===== config.mk =====
export PLATFORM = sky130hd
export DESIGN_NAME = tsf_timer
export DESIGN_NICKNAME = d
export VERILOG_FILES = /design/src/rtl/tsf_pkg.sv /design/src/rtl/tsf_load_regs.sv /design/src/rtl/tsf_counter.sv /design/src/rtl/tsf_snapshot.sv /design/src/rtl/tsf_timer.sv
export SDC_FILE = /design/constraint.sdc
export NUM_CORES = 1
export LEC_CHECK = 0
export ABC_CLOCK_PERIOD_IN_PS = 3000
export BUFFER_PORTS_ARGS = -buffer_cell sky130_fd_sc_hd__buf_2
export CAP_MARGIN = 0
export CORE_UTILIZATION = 50
export DETAILED_ROUTE_END_ITERATION = 7
export PLACE_DENSITY = 0.75
export REMOVE_ABC_BUFFERS = 1
export SETUP_SLACK_MARGIN = 0.4
export SYNTH_ARGS = -nofsm -noshare
export SYNTH_HDL_FRONTEND = slang
export SYNTH_SLANG_ARGS = --single-unit

===== constraint.sdc =====
create_clock -name clk -period 3 [get_ports clk]
set_input_delay 0.3 -clock clk [delete_from_list [all_inputs] [get_ports clk]]
set_output_delay 0.3 -clock clk [all_outputs]
set_load 0.005 [all_outputs]

===== src/rtl/tsf_pkg.sv =====
package tsf_pkg;

  // Action the counter takes in a cycle; reload outranks a tick.
  typedef enum logic [1:0] {
    TSF_HOLD = 2'd0,
    TSF_STEP = 2'd1,
    TSF_LOAD = 2'd2
  } tsf_op_e;

  function automatic tsf_op_e tsf_pick_op(input logic load, input logic tick);
    if (load)      return TSF_LOAD;
    else if (tick) return TSF_STEP;
    else           return TSF_HOLD;
  endfunction

endpackage


===== src/rtl/tsf_load_regs.sv =====
module tsf_load_regs #(
  parameter int REG_W = 32,
  localparam int CNT_W = 2 * REG_W,
  localparam int MSB   = REG_W - 1
) (
  input  logic             clk,
  input  logic             rst_n,
  input  logic             lo_wr,
  input  logic [REG_W-1:0] lo_wdata,
  input  logic             hi_wr,
  input  logic [REG_W-1:0] hi_wdata,
  output logic [REG_W-1:0] lo_q,
  output logic [REG_W-1:0] hi_q,
  output logic             load_fire,
  output logic [CNT_W-1:0] load_val
);

  logic [REG_W-1:0] lo_d, hi_d;

  // Next-state for the holding registers.
  always_comb begin
    lo_d = lo_q;
    hi_d = hi_q;
    if (lo_wr) lo_d = lo_wdata;
    if (hi_wr) hi_d = hi_wdata;
  end

  // Trigger: a write that takes the stored MSB from 1 down to 0.
  always_comb begin
    load_fire = hi_wr & hi_q[MSB] & ~hi_wdata[MSB];
    load_val  = {1'b0, hi_q[MSB-1:0], lo_q};
  end

  always_ff @(posedge clk or negedge rst_n) begin
    if (!rst_n) begin
      lo_q <= '0;
      hi_q <= '0;
    end else begin
      lo_q <= lo_d;
      hi_q <= hi_d;
    end
  end

endmodule


===== src/rtl/tsf_counter.sv =====
module tsf_counter
  import tsf_pkg::*;
#(
  parameter int CNT_W = 64,
  parameter int SEG_W = 16,
  localparam int NSEG = CNT_W / SEG_W
) (
  input  logic             clk,
  input  logic             rst_n,
  input  logic             tick,
  input  logic             load,
  input  logic [CNT_W-1:0] load_val,
  output logic [CNT_W-1:0] count
);

  logic [CNT_W-1:0] cnt_q, cnt_inc, cnt_d;
  logic [NSEG:0]    carry;
  tsf_op_e          op;

  // Segmented incrementer: each segment adds the carry from below.
  assign carry[0] = 1'b1;
  for (genvar s = 0; s < NSEG; s++) begin : g_seg
    logic [SEG_W-1:0] seg_q;
    assign seg_q = cnt_q[s*SEG_W +: SEG_W];
    assign cnt_inc[s*SEG_W +: SEG_W] = seg_q + {{(SEG_W-1){1'b0}}, carry[s]};
    assign carry[s+1] = carry[s] & (&seg_q);
  end

  always_comb begin
    op = tsf_pick_op(load, tick);
    unique case (op)
      TSF_LOAD: cnt_d = load_val;
      TSF_STEP: cnt_d = cnt_inc;
      default:  cnt_d = cnt_q;
    endcase
  end

  always_ff @(posedge clk or negedge rst_n) begin
    if (!rst_n) cnt_q <= '0;
    else        cnt_q <= cnt_d;
  end

  assign count = cnt_q;

  // Carry out of the top segment is the wrap and is dropped.
  logic unused_carry;
  assign unused_carry = carry[NSEG];

endmodule


===== src/rtl/tsf_snapshot.sv =====
module tsf_snapshot #(
  parameter int REG_W = 32,
  localparam int CNT_W = 2 * REG_W
) (
  input  logic             clk,
  input  logic             rst_n,
  input  logic             rd_lo,
  input  logic [CNT_W-1:0] count,
  output logic [REG_W-1:0] rd_lo_data,
  output logic [REG_W-1:0] rd_hi_data
);

  logic [REG_W-1:0] hi_cap_q, hi_cap_d;

  always_comb begin
    hi_cap_d = hi_cap_q;
    if (rd_lo) hi_cap_d = count[CNT_W-1:REG_W];
  end

  always_ff @(posedge clk or negedge rst_n) begin
    if (!rst_n) hi_cap_q <= '0;
    else        hi_cap_q <= hi_cap_d;
  end

  assign rd_lo_data = count[REG_W-1:0];
  assign rd_hi_data = hi_cap_q;

endmodule


===== src/rtl/tsf_timer.sv =====
module tsf_timer #(
  parameter int REG_W = 32,
  parameter int SEG_W = 16,
  localparam int CNT_W = 2 * REG_W
) (
  input  logic             clk,
  input  logic             rst_n,
  input  logic             us_tick,
  input  logic             lo_wr,
  input  logic [REG_W-1:0] lo_wdata,
  input  logic             hi_wr,
  input  logic [REG_W-1:0] hi_wdata,
  input  logic             rd_lo,
  output logic [CNT_W-1:0] tsf_count,
  output logic [REG_W-1:0] rd_lo_data,
  output logic [REG_W-1:0] rd_hi_data
);

  logic [REG_W-1:0] lo_q, hi_q;
  logic             load_fire;
  logic [CNT_W-1:0] load_val;

  tsf_load_regs #(.REG_W(REG_W)) u_regs (
    .clk(clk), .rst_n(rst_n),
    .lo_wr(lo_wr), .lo_wdata(lo_wdata),
    .hi_wr(hi_wr), .hi_wdata(hi_wdata),
    .lo_q(lo_q), .hi_q(hi_q),
    .load_fire(load_fire), .load_val(load_val)
  );

  tsf_counter #(.CNT_W(CNT_W), .SEG_W(SEG_W)) u_cnt (
    .clk(clk), .rst_n(rst_n),
    .tick(us_tick), .load(load_fire), .load_val(load_val),
    .count(tsf_count)
  );

  tsf_snapshot #(.REG_W(REG_W)) u_snap (
    .clk(clk), .rst_n(rst_n),
    .rd_lo(rd_lo), .count(tsf_count),
    .rd_lo_data(rd_lo_data), .rd_hi_data(rd_hi_data)
  );

endmodule


==> results_dict.tcl <==
set metrics [dict create \
    cts-root-buf "clkbuf_16" \
    core-area_mm2 0.0145 \
    wl_per_cell_um 16.7 \
    ys_seq_area_share_pct 53.9 \
    hpwl_um 12100 \
    drt-initial-drc-count 294 \
    setup_tns_ps 0 \
    outcome "finished, final reports clean" \
    cp-end-kind "register" \
    rsz0062_at_grt "yes" \
    crit_chain "nand2_1, or4_4, nor4_4, ha_2, ha_4, and3_4, nand3_4, or4_4, nand3_2" \
    die_h_um 124 \
    ant_nets 0 \
    grt_usage_pct 23.3 \
    htree_levels 4 \
    cts_tree "yes" \
    die_w_um 124 \
    synth.largest_area_cell "dfrtp_1" \
    power_frac_comb_pct 24.4 \
    totalWireLength_um 17500 \
    grt_pass1_wl_um 27000 \
    hold_slack_ps 99.7 \
    clock_latency_ps 430 \
    period_share_pct 87.3 \
    utilization_pct 64.4 \
    p_int_w 0.00460 \
    ios 198 \
    dieArea_mm2 0.0153 \
    swShare_pct 30.1 \
    grt_pass1_vias 5427 \
    hold_viol_final 0 \
    power_density_mw_per_mm2 703 \
    portBuffers 197 \
    critPathTopFamily "simple AND/OR/NAND/NOR gates" \
    gp_congestion 0.891 \
    diodes 0 \
    p_leak_nw 4.23 \
    synthCells 649 \
    overflow 0 \
    worst_pin_slew_ps 781 \
    synth_seq_cells 160 \
    drv_cap 0 \
    ys_warn_count 0 \
    viasPerCell 5.38 \
    vias 5628 \
    path_max_fanout 4 \
    synth_area_per_cell_um2 11.4 \
    setup_viol 0 \
    first_pass_iters 4 \
    netlist_area_mm2 0.00743 \
    design_power_total_w 0.00658 \
    critical_path_class "register to register" \
    cp_common_cell "or4_4" \
    antenna_found_initial 0 \
    crit_path_start_kind "register" \
    fin_crit_ps 2620 \
    clock-sinks 160 \
    synth_top_cell_area_share_pct 53.9 \
    fmax_mhz 382 \
    cpPeakStageDelay_ps 580 \
    drive_above_1_share_pct 46.8 \
    relSlewSlack_pct 47.9 \
    rows 44 \
    p_seq_share_pct 45.2 \
    yosysUniqueCellTypes 36 \
    cp.arrival_ps 2980 \
    ir_drop_mv 0.425 \
    power_switching_w 0.00198 \
    drv_slew 0 \
    synth_area_leaders "dfrtp_1, mux2_2, nand2_1, o21ai_0, buf_4" \
    initial_core_util_pct 51.1 \
    nets 928 \
    crit_slowest_cell "or4_4" \
    drc 0 \
    clock_skew_ps 7.03 \
    numCtsBuffers 17 \
    hp-class "primary input to register" \
    area_growth_pct 26.1 \
    cp.required_ps 3360 \
    cts_buffer_depth 2 \
    grt_max_degree 65 \
    clkPwrFrac_pct 30.5 \
    clkSlewWorstSetupHoldPaths_ps 60 \
    crit_buf_inv 0 \
]
## stage by stage
step	worst slack [ps]	area, um^2	std cells
after floorplan	231	7040	583
after global placement	38.3	8530	996
after detailed placement	-48.1	8530	996
after CTS	402	9240	1038
after global routing	275	9370	1046
final	380	9370	1046
## kinds of logic (layout without fill, tap and decap cells)
family                     count (synthesis)  count (layout)  share of synthesized area, %
adders and majority gates                  8               8                          1.35
AOI/OAI and AO/OA                         68              68                          4.83
DFF                                      160             160                          53.9
and+or+nand+nor                          193             193                          13.4
muxes                                    104             104                          15.6
xor gates and xnor gates                  46              46                          5.42
buffers and inverters                     70             283                          5.41
## flip-flops by register name (all words and copies together), names as in the netlist
| name | cells |
|---|---|
| u_snap.rd_hi_data | 32 |
| u_regs.lo_q | 32 |
| u_regs.hi_q | 32 |
| u_cnt.count | 64 |
## synth_stat cells (all sizes together)
cell type / count
dfrtp: 160
mux2: 96
nand2: 73
o21ai: 55
buf: 44
nand4: 29
xor2: 26
nand3: 25
clkbuf: 22
xnor2: 20
nor2: 16
nor4: 9
and3: 8
ha: 8
mux2i: 8
nor3: 8
or3: 6
or4: 6
a31oi: 5
and4: 5
inv: 4
a21oi: 3
and2: 3
nand3b: 3
o211ai: 3
o31ai: 2
and3b: 1
nand4bb: 1
## placed cells by master, fill, tap and decap left out, types with 5 or more instances in the layout
master,count
a31oi_1,5
and3_1,5
buf_2,196
buf_4,48
clkbuf_16,17
clkinvlp_4,5
dfrtp_1,153
dfrtp_2,7
mux2_2,96
mux2i_1,8
nand2_1,73
nand3_1,21
nand4_1,28
nor2_1,15
nor3_1,5
nor4_1,7
o21ai_0,48
o21ai_1,7
or3_1,5
xnor2_1,20
xor2_1,25
## power by group through the flow
| stage | combinational, W | clock, W | sequential, W |
|---|---|---|---|
| 4_1_cts | 0.00158 | 0.00204 | 0.00297 |
| 2_1_floorplan | 0.000539 | 0 | 0.00305 |
| 6_report | 0.00160 | 0.00200 | 0.00297 |
| 5_1_grt | 0.00179 | 0.00213 | 0.00304 |
| 3_3_place_gp | 0.00150 | 0 | 0.00296 |
| 3_5_place_dp | 0.00153 | 0 | 0.00300 |
## layer usage
layer / vias up / GRT usage (%) / wire length [um]
li1: 2670 / - / -
met1: 2770 / 28.5 / 7540
met2: 160 / 39.1 / 8820
met3: 28 / 5.72 / 745
met4: 0 / 9.94 / 399
met5: - / 0 / 0
## worst paths after layout
| check | start | end | slack, ps | depth (start not counted) |
|---|---|---|---|---|
| min in group asynchronous | rst_n | u_cnt.count[28]$_DFFE_PN0P_ | 390 | 2 |
| max reg2reg | u_cnt.count[29]$_DFFE_PN0P_ | u_cnt.count[62]$_DFFE_PN0P_ | 380 | 9 |
| min | lo_wdata[11] | u_regs.lo_q[11]$_DFFE_PN0P_ | 100 | 2 |
| max | u_cnt.count[29]$_DFFE_PN0P_ | u_cnt.count[62]$_DFFE_PN0P_ | 380 | 9 |
| max in group asynchronous | rst_n | u_cnt.count[11]$_DFFE_PN0P_ | 1610 | 3 |
| min reg2reg | u_regs.lo_q[4]$_DFFE_PN0P_ | u_cnt.count[4]$_DFFE_PN0P_ | 480 | 2 |
## repair_timing
| action | CTS | global route |
|---|---|---|
| hold buffers | 1 | 0 |
| setup buffers | 10 | 8 |
| setup endpoints to repair | 16 | 15 |
| cloned | 0 | 0 |
| pin swaps | 9 | 9 |
| hold endpoints to repair | 52 | 0 |
| gates resized for setup | 17 | 23 |
## cell type report
cell class,instances,area (um^2)
flip-flops and latches,160,4010
well taps,184,230
multi-input cells,419,3160
inverters,4,15.0
repair buffers,248,1400
clock buffers,22,454
clock inverters,9,86.3
fillers,1176,5170
Note: power is estimated with default switching activity, not from simulation.
